$ cat config.mk
export PLATFORM = sky130hd
export DESIGN_NAME = cfg_router
export DESIGN_NICKNAME = d
export VERILOG_FILES = /design/src/rtl/cfg_router_pkg.sv /design/src/rtl/cfg_router_dp.sv /design/src/rtl/cfg_router_ctrl.sv /design/src/rtl/cfg_router.sv
export SDC_FILE = /design/constraint.sdc
export NUM_CORES = 1
export LEC_CHECK = 0
export ABC_AREA = 1
export BUFFER_PORTS_ARGS = -buffer_cell sky130_fd_sc_hd__buf_2
export CORE_MARGIN = 4
export CORE_UTILIZATION = 27
export DETAILED_ROUTE_END_ITERATION = 10
export GPL_TIMING_DRIVEN = 0
export PLACE_DENSITY = 0.64
export SYNTH_ARGS = -nofsm -noshare
export SYNTH_HDL_FRONTEND = slang
export SYNTH_SLANG_ARGS = --single-unit
$ cat constraint.sdc
create_clock -name clk -period 2.1 [get_ports clk]
set_clock_uncertainty 0.15 [all_clocks]
set_input_delay 0.42 -clock clk [delete_from_list [all_inputs] [get_ports clk]]
set_output_delay 0.42 -clock clk [all_outputs]
set_load 0.02 [all_outputs]
$ cat src/rtl/cfg_router_pkg.sv
package cfg_router_pkg;

  // Route codes double as window select codes for the three valid routes.
  typedef enum logic [1:0] {
    RT_LOCAL = 2'd0,
    RT_TYPE0 = 2'd1,
    RT_TYPE1 = 2'd2,
    RT_BAD   = 2'd3
  } route_e;

  // Bit positions of the retarget word, fixed by the translator's decode.
  localparam int BUS_LSB = 24;
  localparam int DEV_LSB = 19;
  localparam int FN_LSB  = 16;

  typedef struct packed {
    logic load;       // latch the incoming request
    logic selTarget;  // 0: viewport write, 1: target write
    logic capture;    // latch window result into the response
    logic reject;     // latch an error response
  } ctrlStrobe_t;

endpackage

$ cat src/rtl/cfg_router_dp.sv
module cfg_router_dp
  import cfg_router_pkg::*;
#(
  parameter int BUS_W  = 8,
  parameter int DEV_W  = 5,
  parameter int FN_W   = 3,
  parameter int OFF_W  = 12,
  parameter int DATA_W = 32,
  parameter int REG_AW = 12,
  parameter logic [REG_AW-1:0] VIEWPORT_ADDR = 12'h900,
  parameter logic [REG_AW-1:0] TARGET_ADDR   = 12'h918
) (
  input  logic              clk,
  input  logic              rstN,
  input  ctrlStrobe_t       strobe,
  input  logic [BUS_W-1:0]  firstBus,
  input  logic              reqWrite,
  input  logic [BUS_W-1:0]  reqBus,
  input  logic [DEV_W-1:0]  reqDev,
  input  logic [FN_W-1:0]   reqFunc,
  input  logic [OFF_W-1:0]  reqOffset,
  input  logic [DATA_W-1:0] reqWdata,
  input  logic [DATA_W-1:0] winRdata,
  output route_e            inRoute,
  output route_e            routeQ,
  output logic [REG_AW-1:0] regAddr,
  output logic [DATA_W-1:0] regData,
  output logic [1:0]        winSel,
  output logic              winWrite,
  output logic [OFF_W-1:0]  winOffset,
  output logic [DATA_W-1:0] winWdata,
  output logic              rspError,
  output logic [DATA_W-1:0] rspRdata
);

  localparam logic [OFF_W-1:0] ALIGN_MASK = ~OFF_W'(3);

  logic [BUS_W-1:0]  busQ;
  logic [DEV_W-1:0]  devQ;
  logic [FN_W-1:0]   fnQ;
  logic [OFF_W-1:0]  offQ;
  logic              writeQ;
  logic [DATA_W-1:0] wdataQ;
  logic [DATA_W-1:0] tgtWord;
  logic [DATA_W-1:0] viewWord;
  logic [BUS_W-1:0]  nextBus;

  assign nextBus = BUS_W'(firstBus + BUS_W'(1));

  // Validity and routing of the incoming request.
  always_comb begin
    if (reqDev != '0)
      inRoute = RT_BAD;
    else if (reqBus == firstBus)
      inRoute = (reqFunc != '0) ? RT_BAD : RT_LOCAL;
    else if (reqBus == nextBus)
      inRoute = RT_TYPE0;
    else
      inRoute = RT_TYPE1;
  end

  always_ff @(posedge clk) begin
    if (!rstN) begin
      busQ   <= '0;
      devQ   <= '0;
      fnQ    <= '0;
      offQ   <= '0;
      writeQ <= 1'b0;
      wdataQ <= '0;
      routeQ <= RT_LOCAL;
    end else if (strobe.load) begin
      busQ   <= reqBus;
      devQ   <= reqDev;
      fnQ    <= reqFunc;
      offQ   <= reqOffset;
      writeQ <= reqWrite;
      wdataQ <= reqWdata;
      routeQ <= inRoute;
    end
  end

  // Retarget words: outbound viewport with region index, then bus/dev/func.
  always_comb begin
    tgtWord = '0;
    tgtWord[BUS_LSB +: BUS_W] = busQ;
    tgtWord[DEV_LSB +: DEV_W] = devQ;
    tgtWord[FN_LSB  +: FN_W]  = fnQ;
    viewWord = '0;
    viewWord[0] = (routeQ == RT_TYPE1);
  end

  assign regAddr   = strobe.selTarget ? TARGET_ADDR : VIEWPORT_ADDR;
  assign regData   = strobe.selTarget ? tgtWord : viewWord;
  assign winSel    = routeQ;
  assign winWrite  = writeQ;
  assign winOffset = offQ & ALIGN_MASK;
  assign winWdata  = wdataQ;

  always_ff @(posedge clk) begin
    if (!rstN) begin
      rspError <= 1'b0;
      rspRdata <= '0;
    end else if (strobe.capture) begin
      rspError <= 1'b0;
      rspRdata <= writeQ ? '0 : winRdata;
    end else if (strobe.reject) begin
      rspError <= 1'b1;
      rspRdata <= writeQ ? '0 : '1;
    end
  end

  // A latched local route always came from a request with device 0, function 0.
  p_local_valid_r2: assert property (@(posedge clk) disable iff (!rstN)
    (routeQ == RT_LOCAL) |-> (devQ == '0 && fnQ == '0));

endmodule

$ cat src/rtl/cfg_router_ctrl.sv
module cfg_router_ctrl
  import cfg_router_pkg::*;
(
  input  logic        clk,
  input  logic        rstN,
  input  logic        reqValid,
  input  route_e      inRoute,
  input  route_e      routeQ,
  input  logic        regReady,
  input  logic        winReady,
  input  logic        rspReady,
  output logic        reqReady,
  output logic        regValid,
  output logic        winValid,
  output logic        rspValid,
  output ctrlStrobe_t strobe
);

  typedef enum logic [2:0] {
    ST_IDLE, ST_VIEW, ST_TGT, ST_WIN, ST_REJ, ST_RESP
  } state_e;

  state_e state, stateNext;

  always_comb begin
    stateNext = state;
    strobe    = '0;
    reqReady  = 1'b0;
    regValid  = 1'b0;
    winValid  = 1'b0;
    rspValid  = 1'b0;
    unique case (state)
      ST_IDLE: begin
        reqReady = 1'b1;
        if (reqValid) begin
          strobe.load = 1'b1;
          if (inRoute == RT_BAD)        stateNext = ST_REJ;
          else if (inRoute == RT_LOCAL) stateNext = ST_WIN;
          else                          stateNext = ST_VIEW;
        end
      end
      ST_VIEW: begin
        regValid = 1'b1;
        if (regReady) stateNext = ST_TGT;
      end
      ST_TGT: begin
        regValid = 1'b1;
        strobe.selTarget = 1'b1;
        if (regReady) stateNext = ST_WIN;
      end
      ST_WIN: begin
        winValid = 1'b1;
        if (winReady) begin
          strobe.capture = 1'b1;
          stateNext = ST_RESP;
        end
      end
      ST_REJ: begin
        strobe.reject = 1'b1;
        stateNext = ST_RESP;
      end
      ST_RESP: begin
        rspValid = 1'b1;
        if (rspReady) stateNext = ST_IDLE;
      end
      default: stateNext = ST_IDLE;
    endcase
  end

  always_ff @(posedge clk) begin
    if (!rstN) state <= ST_IDLE;
    else       state <= stateNext;
  end

  // A remote window access starts right after the target write handshake.
  p_win_after_target_r7: assert property (@(posedge clk) disable iff (!rstN)
    (winValid && !$past(winValid) && routeQ != RT_LOCAL)
      |-> $past(regValid && regReady && strobe.selTarget));

endmodule

$ cat src/rtl/cfg_router.sv
module cfg_router
  import cfg_router_pkg::*;
#(
  parameter int BUS_W  = 8,
  parameter int DEV_W  = 5,
  parameter int FN_W   = 3,
  parameter int OFF_W  = 12,
  parameter int DATA_W = 32,
  parameter int REG_AW = 12,
  parameter logic [REG_AW-1:0] VIEWPORT_ADDR = 12'h900,
  parameter logic [REG_AW-1:0] TARGET_ADDR   = 12'h918
) (
  input  logic              clk,
  input  logic              rstN,
  input  logic [BUS_W-1:0]  firstBus,
  input  logic              reqValid,
  output logic              reqReady,
  input  logic              reqWrite,
  input  logic [BUS_W-1:0]  reqBus,
  input  logic [DEV_W-1:0]  reqDev,
  input  logic [FN_W-1:0]   reqFunc,
  input  logic [OFF_W-1:0]  reqOffset,
  input  logic [DATA_W-1:0] reqWdata,
  output logic              regValid,
  input  logic              regReady,
  output logic [REG_AW-1:0] regAddr,
  output logic [DATA_W-1:0] regData,
  output logic              winValid,
  input  logic              winReady,
  output logic [1:0]        winSel,
  output logic              winWrite,
  output logic [OFF_W-1:0]  winOffset,
  output logic [DATA_W-1:0] winWdata,
  input  logic [DATA_W-1:0] winRdata,
  output logic              rspValid,
  input  logic              rspReady,
  output logic              rspError,
  output logic [DATA_W-1:0] rspRdata
);

  ctrlStrobe_t strobe;
  route_e      inRoute;
  route_e      routeQ;

  cfg_router_ctrl u_ctrl (
    .clk      (clk),
    .rstN     (rstN),
    .reqValid (reqValid),
    .inRoute  (inRoute),
    .routeQ   (routeQ),
    .regReady (regReady),
    .winReady (winReady),
    .rspReady (rspReady),
    .reqReady (reqReady),
    .regValid (regValid),
    .winValid (winValid),
    .rspValid (rspValid),
    .strobe   (strobe)
  );

  cfg_router_dp #(
    .BUS_W(BUS_W), .DEV_W(DEV_W), .FN_W(FN_W), .OFF_W(OFF_W),
    .DATA_W(DATA_W), .REG_AW(REG_AW),
    .VIEWPORT_ADDR(VIEWPORT_ADDR), .TARGET_ADDR(TARGET_ADDR)
  ) u_dp (
    .clk       (clk),
    .rstN      (rstN),
    .strobe    (strobe),
    .firstBus  (firstBus),
    .reqWrite  (reqWrite),
    .reqBus    (reqBus),
    .reqDev    (reqDev),
    .reqFunc   (reqFunc),
    .reqOffset (reqOffset),
    .reqWdata  (reqWdata),
    .winRdata  (winRdata),
    .inRoute   (inRoute),
    .routeQ    (routeQ),
    .regAddr   (regAddr),
    .regData   (regData),
    .winSel    (winSel),
    .winWrite  (winWrite),
    .winOffset (winOffset),
    .winWdata  (winWdata),
    .rspError  (rspError),
    .rspRdata  (rspRdata)
  );

  p_reg_hold_r8: assert property (@(posedge clk) disable iff (!rstN)
    (regValid && !regReady) |=> (regValid && $stable(regAddr) && $stable(regData)));

  p_win_hold_r8: assert property (@(posedge clk) disable iff (!rstN)
    (winValid && !winReady) |=> (winValid && $stable(winSel) && $stable(winOffset)));

  p_rsp_hold_r9: assert property (@(posedge clk) disable iff (!rstN)
    (rspValid && !rspReady) |=> (rspValid && $stable(rspRdata) && $stable(rspError)));

  p_align_r4: assert property (@(posedge clk) disable iff (!rstN)
    winValid |-> (winOffset[1:0] == 2'b00));

endmodule

# --- Yosys cells after proc, flatten, opt, wreduce, memory -nomap -nowiden ---
# Index checks and enable logic that the tools add are counted.
op_classes:
  reduce_logical: 8
  bitwise: 1
  muxes: 28
  n_eq_ne: 14
  addsub: 1
op_table:
  columns: ["operator", "n"]
  rows:
  - ["$mux W32", 5]
  - ["$mux W3", 6]
  - ["$pmux W3 S6", 1]
  - ["$eq A8 B8 Y1", 2]
  - ["$mux W1", 10]
  - ["$mux W2", 5]
  - ["$ne A2 B2 Y1 const B", 5]
  - ["$add A8 B1 Y8 const B", 1]
  - ["$eq A3 B2 Y1 const B", 2]
  - ["$eq A3 B3 Y1 const B", 2]
  - ["$mux W5", 1]
  - ["$reduce_and A5 Y1", 1]
  - ["$reduce_bool A5 Y1", 1]
  - ["$eq A2 B2 Y1 const B", 2]
  - ["$reduce_or A2 Y1", 2]
  - ["$eq A3 B1 Y1 const B", 1]
  - ["$logic_not A3 Y1", 1]
  - ["$reduce_bool A3 Y1", 1]
  - ["$logic_not A2 Y1", 1]
  - ["$reduce_bool A2 Y1", 1]
  - ["$not A1 Y1", 1]
totals:
  reg_bits: 99
  input_bits: 107
  output_inout_bits: 128

# --- Depth between registers and ports, before layout ---
# Gate-level depths: netlist of the first run.
depth:
  ltp_word: 10
  mapped_depth: 11
  ltp_nobuf: 11

# --- Hierarchy ---
# From an unflattened synthesis of the first run, not the netlist that was laid out.
hier_totals:
  hier_cells: 620
  hier_area_um2: 4347.9
by_module_without_submodules:
  columns: ["module", "area_per_inst_um2", "cells_each", "seq_area_each_um2", "instances"]
  rows:
  - ["cfg_router_dp", 4053.9, 569, 1881.8, 1]
  - ["cfg_router_ctrl", 294.0, 51, 60.1, 1]

# --- Worst setup path after synthesis of the first run ---
# OpenSTA, ideal clock, no wires.
synth_timing:
  kind: "register to register"
  from: "reg u_ctrl.state[2]"
  to: "reg u_ctrl.state[2]"
  stages_incl_launch_ff: 8
  path_buffers: 0
  slack_ns: 0.243
  t_arrival_ns: 1.574
  path_cell_list: "dfxtp_1 > inv_2 > nor3_1 > nand2_1 > nand4_1 > a21oi_2 > nand2_1 > a21oi_1"
synth_between:
  elab_chain_len: 3
  word_cells_on_any_way: 13
  cone_classes: "10 x eq/ne; 1 x mux; 2 x reduce/logical"
synth_lines:
  columns: ["item", "line", "text"]
  rows:
  - ["start, declared", "cfg_router_ctrl.sv:23", "state_e state, stateNext;"]
  - ["start signal, assigned", "cfg_router_ctrl.sv:72", "else state <= stateNext;"]
  - ["$eq A3 B3 Y1, or another cell as far along", "cfg_router_ctrl.sv:32", "unique case (state)"]
  - ["$ne A2 B2 Y1 (no line)", null, null]
  - ["$reduce_and A5 Y1 (no line)", null, null]
# Several ways; a longest one is shown, not always the timed one.
# A chain may end at the register's enable or synchronous reset.

# --- Worst setup path in the final report of the first run ---
layout_timing:
  from: "reg u_ctrl.state[2]"
  to: "out regData[25]"
layout_between:
  elab_chain_len: 3
layout_lines:
  columns: ["item", "line", "text"]
  rows:
  - ["$eq A3 B2 Y1", "cfg_router_ctrl.sv:32", null]
  - ["$mux W1", "cfg_router_ctrl.sv:32", null]
  - ["$mux W32", "cfg_router_dp.sv:93", "assign regData = strobe.selTarget ? tgtWord : viewWord;"]
  - ["end, declared", "cfg_router.sv:27", "output logic [DATA_W-1:0] regData,"]
# No other way between the ends.

==> flow_metrics.tcl, run 1 <==
set metrics [dict create \
    wl_met1_mm 6.03 \
    drive_gt1_share_pct 32.2 \
    insertion_delay_ns 0.35 \
    swShare_pct 40.7 \
    reg2reg_slack_ns 0.25 \
    antenna_found_initial 1 \
    clkTransAtPathRegs_ns 0.07 \
    p_leak_nw 3.14 \
    htree_levels 3 \
    syn_area_per_cell_sq_um 6.97 \
    period_minus_slack_ns 2.01 \
    critPathArrivalTime_ns 1.44 \
    post-place-ws_ns 0.0427 \
    end_kind "output port" \
    die_h_um 136 \
    cap_viol_max_count 0 \
    synth-seq-area-share_pct 43.9 \
    reg2reg_to "u_dp.rspRdata[28]$_SDFFE_PN0P_" \
    clk_path_buf_depth 2 \
    path_max_fanout 10 \
    tritoncts "yes" \
    num_vias 4667 \
    cp-startpoint "u_ctrl.state[2]$_SDFFE_PN0P_" \
    cts_hold_buf 0 \
    slew_headroom_pct 63.2 \
    grt_pass1_vias 4352 \
    numCtsBuffers 9 \
    post_drt_wl_per_cell_um 12.9 \
    hold_path_class "in -> reg" \
    finalNonFillerCells 1099 \
    fmax_mhz 497 \
    place_hpwl_mm 11.2 \
    post-place-cells 1080 \
    die_x_um 136 \
    wl_mm 14.2 \
    grt_pass1_wl_mm 21.9 \
    seq_power_share_pct 34.6 \
    syn_area_sq_um 4420 \
    ys_types 28 \
    r2r_cells 9 \
    yosys.area.top_type "dfxtp_1" \
    power_frac_comb_pct 41.1 \
    post-route-drc-count 0 \
    rsz0062_at_grt "no" \
    dr.max_layer_used "met4" \
    period_share_pct 95.8 \
    clkPwrFrac_pct 24.4 \
    rr_startpoint "u_ctrl.state[0]$_SDFFE_PN0P_" \
    peakVddDrop_v 0.000451 \
    globalplace.congestion 0.881 \
    worstMarginPinSlew_ns 0.552 \
    wl_met2_mm 6.63 \
    cts_root_buf "clkbuf_16" \
    internal_power_mw 4.53 \
    synth_area_leaders "dfxtp_1 44%, nand2_1 17%, a21oi_1 11%" \
    ios 235 \
    core-area_sq_um 15900 \
    start_util_pct 27.7 \
    fin_tns_setup_ns 0 \
    overflow 0 \
    grt_use_total_pct 15.0 \
    cts.sinks 97 \
    route.met3.wl_mm 1.08 \
    io_buffers 205 \
    status "completed" \
    yosysWarnings 0 \
    synth-seq-cells 97 \
    power.density_nw_per_um2 1230 \
    synth_top_area_share_pct 43.9 \
    dieArea_sq_um 18500 \
    routed_via_density 4.25 \
    switchingPower_mw 3.10 \
    first_pass_iters 4 \
    hold_viol_final 0 \
    fin_ws_ns 0.0877 \
    area.growth.synth_to_final_pct 40.1 \
    report.final.setup_viol 0 \
    synth_cells 634 \
    rows 46 \
    grt_max_degree 19 \
    finalNetCount 985 \
    drtIter0Drc 239 \
    final_max_slew_viol_count 0 \
    cp-endpoint "regData[25]" \
    postRouteAntennaNets 0 \
    start_kind "flip-flop" \
    crit_required_ns 1.53 \
    power_mw 7.63 \
    worstSetupPathType "reg -> out" \
]
[cell usage after synthesis]
cell and instances:
nand2_1 202, a21oi_1 97, dfxtp_1 97, inv_1 47, nor2_1 37, buf_4 32, o21ai_1 30, o21ai_0 21
clkbuf_1 16, nand3_1 11, buf_2 10, inv_2 5, nor3_1 4, buf_6 3, nand2_2 3, nand4_1 3
xor2_1 3, conb_1 2, xnor2_1 2, a21oi_2 1, and2_1 1, clkinv_1 1, ha_1 1, nand3_2 1
nand3b_1 1, nor2_4 1, nor2_8 1, nor3_4 1
[logic make-up after synthesis]
group | after synthesis | synth area share (%)
and+or+nand+nor | 266 | 24.5
AOI/OAI and AO/OA | 149 | 17.0
buffers and inverters | 114 | 13.2
DFF | 97 | 43.9
xor gates and xnor gates | 5 | 0.991
other | 2 | 0.170
adders and majority gates | 1 | 0.283
[placed cells by master, fill, tap and decap left out, drive strengths merged]
cell	instances
buf	252
nand2	205
a21oi	98
dfxtp	97
inv	54
o21ai	51
nor2	39
conb	27
clkbuf	25
nand3	12
nor3	5
clkinv	4
nand4	3
xor2	3
xnor2	2
bufinv	2
diode	1
nand3b	1
and2	1
ha	1
[worst min path at each step]
stage	start	endpoint	slack, ns	cells past startpoint
floorplan	u_dp.busQ[7]$_SDFFE_PN0P_	u_dp.busQ[7]$_SDFFE_PN0P_	0.28	2
global placement	u_dp.busQ[0]$_SDFFE_PN0P_	u_dp.busQ[0]$_SDFFE_PN0P_	0.29	2
detailed placement	u_dp.busQ[6]$_SDFFE_PN0P_	u_dp.busQ[6]$_SDFFE_PN0P_	0.30	2
CTS	reqOffset[9]	u_dp.offQ[9]$_SDFFE_PN0P_	0.14	3
global route	reqWdata[4]	u_dp.winWdata[4]$_SDFFE_PN0P_	0.15	3
finish	reqOffset[9]	u_dp.offQ[9]$_SDFFE_PN0P_	0.16	3
[state kept, by name, summed over array words and instances, names as in the netlist]
signal,count
u_dp.fnQ,3
u_dp.rspRdata,32
u_dp.rspError,1
u_dp.winWrite,1
u_dp.routeQ,2
u_dp.devQ,5
u_dp.offQ,10
u_ctrl.state,3
u_dp.busQ,8
u_dp.winWdata,32
[per-stage QoR]
| step | instance area, sq um | hold WS [ns] | util, % |
|---|---|---|---|
| finish | 6190 | 0.159 | 38.8 |
| floorplan | 4510 | 0.280 | - |
| detailed placement | 5810 | 0.296 | 36.4 |
| global route | 6190 | 0.153 | 38.8 |
| global placement | 5810 | 0.293 | 36.4 |
| CTS | 6180 | 0.141 | 38.8 |
[metal layers]
metal | up-vias | track usage (%)
met5 | - | 0
li1 | 2447 | -
met3 | 27 | 3.81
met4 | 0 | 7.05
met2 | 156 | 23.9
met1 | 2037 | 19.0
[layout make-up]
type,instances,area [sq um]
clock inverters,7,114
plain buffers,61,394
inverters,53,199
well taps,216,270
diodes,1,2.50
fillers,1733,9750
multi-input cells,448,2000
repair buffers,207,1050
clock buffers,9,225
flip-flops and latches,97,1940
[power by group through the flow]
| stage | combinational (mW) | sequential (mW) | clock, mW |
|---|---|---|---|
| after detailed placement | 3.14 | 2.67 | 0 |
| after global routing | 3.47 | 2.71 | 2.00 |
| after floorplan | 1.57 | 3.19 | 0 |
| after CTS | 3.17 | 2.64 | 1.92 |
| after global placement | 3.11 | 2.66 | 0 |
| final | 3.13 | 2.64 | 1.86 |
[what timing repair did]
action	CTS	global route
setup endpoints to repair	13	8
setup buffers	2	0
pin swaps	1	1
gates resized for setup	5	3
[worst max-delay path, stage by stage, from the launching register on]
cell and delay (ns):
dfxtp_2 0.37, inv_2 0.11, nand3_4 0.12, clkbuf_8 0.19
nor2_1 0.12, buf_2 0.18
(Power assumes the default switching activity.)
==> inputs of run 2 (changes only) <==
--- a/config.mk
+++ b/config.mk
@@ -7,11 +7,12 @@
 export LEC_CHECK = 0
 export ABC_AREA = 1
 export BUFFER_PORTS_ARGS = -buffer_cell sky130_fd_sc_hd__buf_2
+export CORE_ASPECT_RATIO = 1.4
 export CORE_MARGIN = 4
-export CORE_UTILIZATION = 27
+export CORE_UTILIZATION = 42
 export DETAILED_ROUTE_END_ITERATION = 10
 export GPL_TIMING_DRIVEN = 0
-export PLACE_DENSITY = 0.64
+export PLACE_DENSITY = 0.87
 export SYNTH_ARGS = -nofsm -noshare
 export SYNTH_HDL_FRONTEND = slang
 export SYNTH_SLANG_ARGS = --single-unit
==> run 2 against run 1 <==
Critical path depth is the same. Largest power group unchanged. Total power shrank 2.1%. Sequential share of layout area grew 0.61 points. Hold slack gained 0.014 ns. Combinational power is essentially flat. Non-clock buffer count is the same. Global-route usage grew 6.2 points. Final area shrank 1.9%. Die area shrank 34%.
==> flow_metrics.tcl, run 2 (synthesized netlist as in run 1, its figures left out) <==
set metrics [dict create \
    status "completed" \
    drive_gt1_share_pct 32.2 \
    route.met3.wl_mm 1.12 \
    reg2reg_slack_ns 0.20 \
    mostFrequentLayoutCell "buf_2" \
    r2r_cells 9 \
    crit_required_ns 1.53 \
    wl_met1_mm 5.24 \
    postRouteAntennaNets 0 \
    end_kind "output port" \
    period_minus_slack_ns 2.02 \
    report.final.setup_viol 0 \
    cts.sinks 97 \
    worstMarginPinSlew_ns 0.592 \
    rr_startpoint "u_ctrl.state[1]$_SDFFE_PN0P_" \
    start_kind "flip-flop" \
    post-route-drc-count 0 \
    grt_pass1_vias 4449 \
    peakVddDrop_v 0.000720 \
    final_max_slew_viol_count 0 \
    num_antenna_cells 0 \
    fin_hold_ws_ns 0.174 \
    clkTransAtPathRegs_ns 0.07 \
    drtIter0Drc 148 \
    power.density_nw_per_um2 1230 \
    num_vias 4781 \
    numCtsBuffers 9 \
    hold_path_class "in -> reg" \
    reg2reg_to "u_dp.rspRdata[27]$_SDFFE_PN0P_" \
    place_hpwl_mm 10.7 \
    dieArea_sq_um 12300 \
    first_pass_iters 4 \
    wl_met2_mm 6.75 \
    cp-endpoint "regData[28]" \
    p_leak_nw 3.13 \
    rsz0062_at_grt "no" \
    clk_path_buf_depth 2 \
    cap_viol_max_count 0 \
    finalNetCount 985 \
    grt_max_degree 19 \
    wl_mm 13.5 \
    path_max_fanout 10 \
    globalplace.congestion 0.937 \
    die_h_um 129 \
    final_cell_mix "215 x buf_2, 202 x nand2_1, 97 x a21oi_1, 96 x dfxtp_1, 47 x inv_1" \
    critPathArrivalTime_ns 1.45 \
    rows 44 \
    tritoncts "yes" \
    fmax_mhz 494 \
    routed_via_density 4.69 \
    power_mw 7.47 \
    period_share_pct 96.4 \
    cp-startpoint "u_ctrl.state[2]$_SDFFE_PN0P_" \
    start_util_pct 42.7 \
    area.growth.synth_to_final_pct 37.4 \
    post-place-cells 1002 \
    slew_headroom_pct 60.5 \
    insertion_delay_ns 0.33 \
    ios 235 \
    post_drt_wl_per_cell_um 13.2 \
    finalNonFillerCells 1020 \
    io_buffers 205 \
    core-area_sq_um 10300 \
    overflow 0 \
    hold_viol_final 0 \
    dr.max_layer_used "met5" \
    grt_use_total_pct 21.3 \
    grt_pass1_wl_mm 20.6 \
    fin_tns_setup_ns 0 \
    nFillCells 1012 \
    worstSetupPathType "reg -> out" \
    antenna_found_initial 1 \
    die_x_um 94.7 \
    fin_ws_ns 0.0757 \
    cts_root_buf "clkbuf_16" \
    post-place-ws_ns 0.0372 \
    htree_levels 3 \
]
[run 2: critical path, stage by stage (launching register included)]
cell and delay [ns]:
dfxtp_2 0.36, inv_2 0.11, nand3_4 0.12, clkbuf_8 0.19, nor2_1 0.14, buf_2 0.19
[run 2: layer usage]
layer / vias to the layer above / track usage [%]
met2: 197 / 38.7
met1: 2112 / 22.2
li1: 2440 / -
met3: 30 / 5.87
met4: 2 / 10.2
met5: - / 0
[run 2: report_power, final]
group / internal [mW] / switching, mW / total (mW)
Clock: 0.947 / 0.746 / 1.69
Sequential: 2.38 / 0.260 / 2.64
Combinational: 1.08 / 2.05 / 3.13
[run 2: how the worst min path moves through the flow]
stage,from,to,cells past startpoint
after global placement,u_dp.busQ[3]$_SDFFE_PN0P_,u_dp.busQ[3]$_SDFFE_PN0P_,2
after detailed placement,u_dp.devQ[1]$_SDFFE_PN0P_,u_dp.devQ[1]$_SDFFE_PN0P_,2
final,reqWdata[3],u_dp.winWdata[3]$_SDFFE_PN0P_,3
after floorplan,u_dp.busQ[7]$_SDFFE_PN0P_,u_dp.busQ[7]$_SDFFE_PN0P_,2
after CTS,winReady,u_dp.rspError$_SDFFE_PP0P_,2
after global routing,reqOffset[11],u_dp.offQ[11]$_SDFFE_PN0P_,3
[run 2: cell type report]
cell class | count | area [sq um] | area share (%)
inverter | 53 | 199 | 3.28
clock buffer | 9 | 225 | 3.71
buffer | 61 | 394 | 6.49
timing repair buffer | 207 | 1050 | 17.3
multi-input combinational | 448 | 2000 | 32.9
clock inverter | 7 | 85.1 | 1.40
tap | 138 | 173 | 2.84
sequential | 97 | 1940 | 32.0
[run 2: repair_timing]
item | in CTS | in global routing
hold endpoints to repair | 0 | 0
pin swaps | 0 | 0
gates resized for setup | 4 | 2
endpoints found under the setup margin | 12 | 6
setup buffers | 2 | 0
hold buffers | 0 | 0
[run 2: metrics by stage]
| stage | cell area [sq um] | util (%) |
|---|---|---|
| floorplan | 4510 | - |
| global placement | 5710 | 55.2 |
| detailed placement | 5710 | 55.2 |
| CTS | 6070 | 58.6 |
| global route | 6070 | 58.7 |
| finish | 6070 | 58.7 |
==> inputs of run 3 (changes only) <==
--- a/config.mk
+++ b/config.mk
@@ -7,7 +7,6 @@
 export LEC_CHECK = 0
 export ABC_AREA = 1
 export BUFFER_PORTS_ARGS = -buffer_cell sky130_fd_sc_hd__buf_2
-export CORE_ASPECT_RATIO = 1.4
 export CORE_MARGIN = 4
 export CORE_UTILIZATION = 42
 export DETAILED_ROUTE_END_ITERATION = 10
==> run 3 against run 2 <==
Maximum frequency rose by 0.71%. Wire length fell by 0.61%. Hold slack got worse by 0.020 ns. Combinational power barely moved. Final cell count barely moved. Largest power group unchanged.
==> flow_metrics.tcl, run 3 (synthesized netlist as in run 1, its figures left out) <==
set metrics [dict create \
    status "completed" \
    grt_max_degree 18 \
    finalNonFillerCells 1021 \
    crit_required_ns 1.53 \
    area.growth.synth_to_final_pct 34.7 \
    critPathArrivalTime_ns 1.44 \
    mostFrequentLayoutCell "buf_2" \
    first_pass_iters 5 \
    wl_mm 13.4 \
    num_vias 4788 \
    antenna_found_initial 0 \
    grt_use_total_pct 20.5 \
    drive_gt1_share_pct 32.3 \
    routed_via_density 4.69 \
    cts.sinks 97 \
    grt_pass1_vias 4348 \
    start_kind "flip-flop" \
    rows 37 \
    final_max_slew_viol_count 0 \
    place_hpwl_mm 10.6 \
    grt_pass1_wl_mm 20.9 \
    path_max_fanout 5 \
    slew_headroom_pct 65.6 \
    p_leak_nw 3.07 \
    die_x_um 111 \
    route.met3.wl_um 948 \
    numCtsBuffers 9 \
    die_h_um 111 \
    peakVddDrop_v 0.000614 \
    postRouteAntennaNets 0 \
    drtIter0Drc 350 \
    cts_hold_buf 0 \
    power_mw 6.93 \
    dr.max_layer_used "met4" \
    worstSetupPathType "reg -> out" \
    final_cell_mix "214 x buf_2, 202 x nand2_1, 97 x a21oi_1, 95 x dfxtp_1, 47 x inv_1" \
    report.final.setup_viol 0 \
    tritoncts "yes" \
    htree_levels 3 \
    wl_met2_mm 6.42 \
    period_share_pct 95.7 \
    worstMarginPinSlew_ns 0.516 \
    cts_root_buf "clkbuf_8" \
    hold_path_class "in -> reg" \
    globalplace.congestion 0.944 \
    start_util_pct 43.0 \
    wl_met1_mm 5.71 \
    post-route-drc-count 0 \
    cap_viol_max_count 0 \
    power.density_nw_per_um2 1160 \
    dieArea_sq_um 12200 \
    io_buffers 205 \
    finalNetCount 988 \
    period_minus_slack_ns 2.01 \
    num_antenna_cells 0 \
    overflow 0 \
    post-place-cells 1000 \
    clk_path_buf_depth 2 \
    clkTransAtPathRegs_ns 0.10 \
    ios 235 \
    hold_viol_final 0 \
    core-area_sq_um 10300 \
    insertion_delay_ns 0.35 \
    fmax_mhz 498 \
    end_kind "output port" \
    post_drt_wl_per_cell_um 13.1 \
]
==> run 3: cell types whose count changed in the layout (fill, tap and decap cells not counted), moves of 2 or more <==
cell / delta
clkbuf_8: +9
clkinv_4: +2
buf_4: +4
clkbuf_16: -9
==> run 3: per-stage QoR <==
stage / util (%) / setup slack (ns) / setup TNS [ns] / hold WS [ns] / instance area [sq um]
floorplan: - / 0.243 / 0 / 0.280 / 4510
global placement: 55.6 / 0.0697 / 0 / 0.292 / 5710
detailed placement: 55.6 / 0.0604 / 0 / 0.293 / 5710
CTS: 57.5 / 0.0123 / 0 / 0.131 / 5910
global route: 57.9 / -0.00106 / -0.00106 / 0.121 / 5950
finish: 57.9 / 0.0901 / 0 / 0.154 / 5950
==> run 3: layout make-up <==
cell class	count	area, sq um
well taps	136	170
multi-input cells	449	2010
flip-flops and latches	97	1940
clock buffers	10	128
fillers	1058	4330
inverters	53	199
clock inverters	6	52.6
plain buffers	61	394
repair buffers	209	1060
==> run 3: worst paths after layout <==
kind                                     start  depth (start not counted)  slack (ns)                              to
hold / removal                        winReady                          2        0.15      u_dp.rspError$_SDFFE_PP0P_
setup / recovery  u_ctrl.state[2]$_SDFFE_PN0P_                          5        0.09                      regAddr[3]
setup reg to reg  u_ctrl.state[0]$_SDFFE_PN0P_                          8        0.18  u_dp.winWdata[16]$_SDFFE_PN0P_
hold reg to reg      u_dp.busQ[3]$_SDFFE_PN0P_                          2        0.31       u_dp.busQ[3]$_SDFFE_PN0P_
==> run 3: power by group <==
part	internal [mW]	switching [mW]
sequential	2.38	0.280
clock	0.446	0.666
combinational	1.08	2.07
total	3.91	3.01
==> run 3: routing by layer <==
metal / vias up / track usage [%]
li1: 2444 / -
met1: 2121 / 25.7
met5: - / 0
met4: 0 / 7.14
met3: 30 / 5.21
met2: 193 / 34.1
==> run 3: what timing repair did <==
| action | 4_1_cts | 5_1_grt |
|---|---|---|
| gates resized for setup | 5 | 2 |
| buffers inserted | 0 | 4 |
| gates cloned | 0 | 1 |
| hold endpoints to repair | 0 | 0 |
| setup endpoints to repair | 12 | 9 |
| pin swaps | 0 | 1 |
==> run 3: critical path, stage by stage (launching register included) <==
cell,delay [ns]
dfxtp_2,0.37
inv_2,0.13
nand3_2,0.17
inv_1,0.16
buf_4,0.12
buf_2,0.15
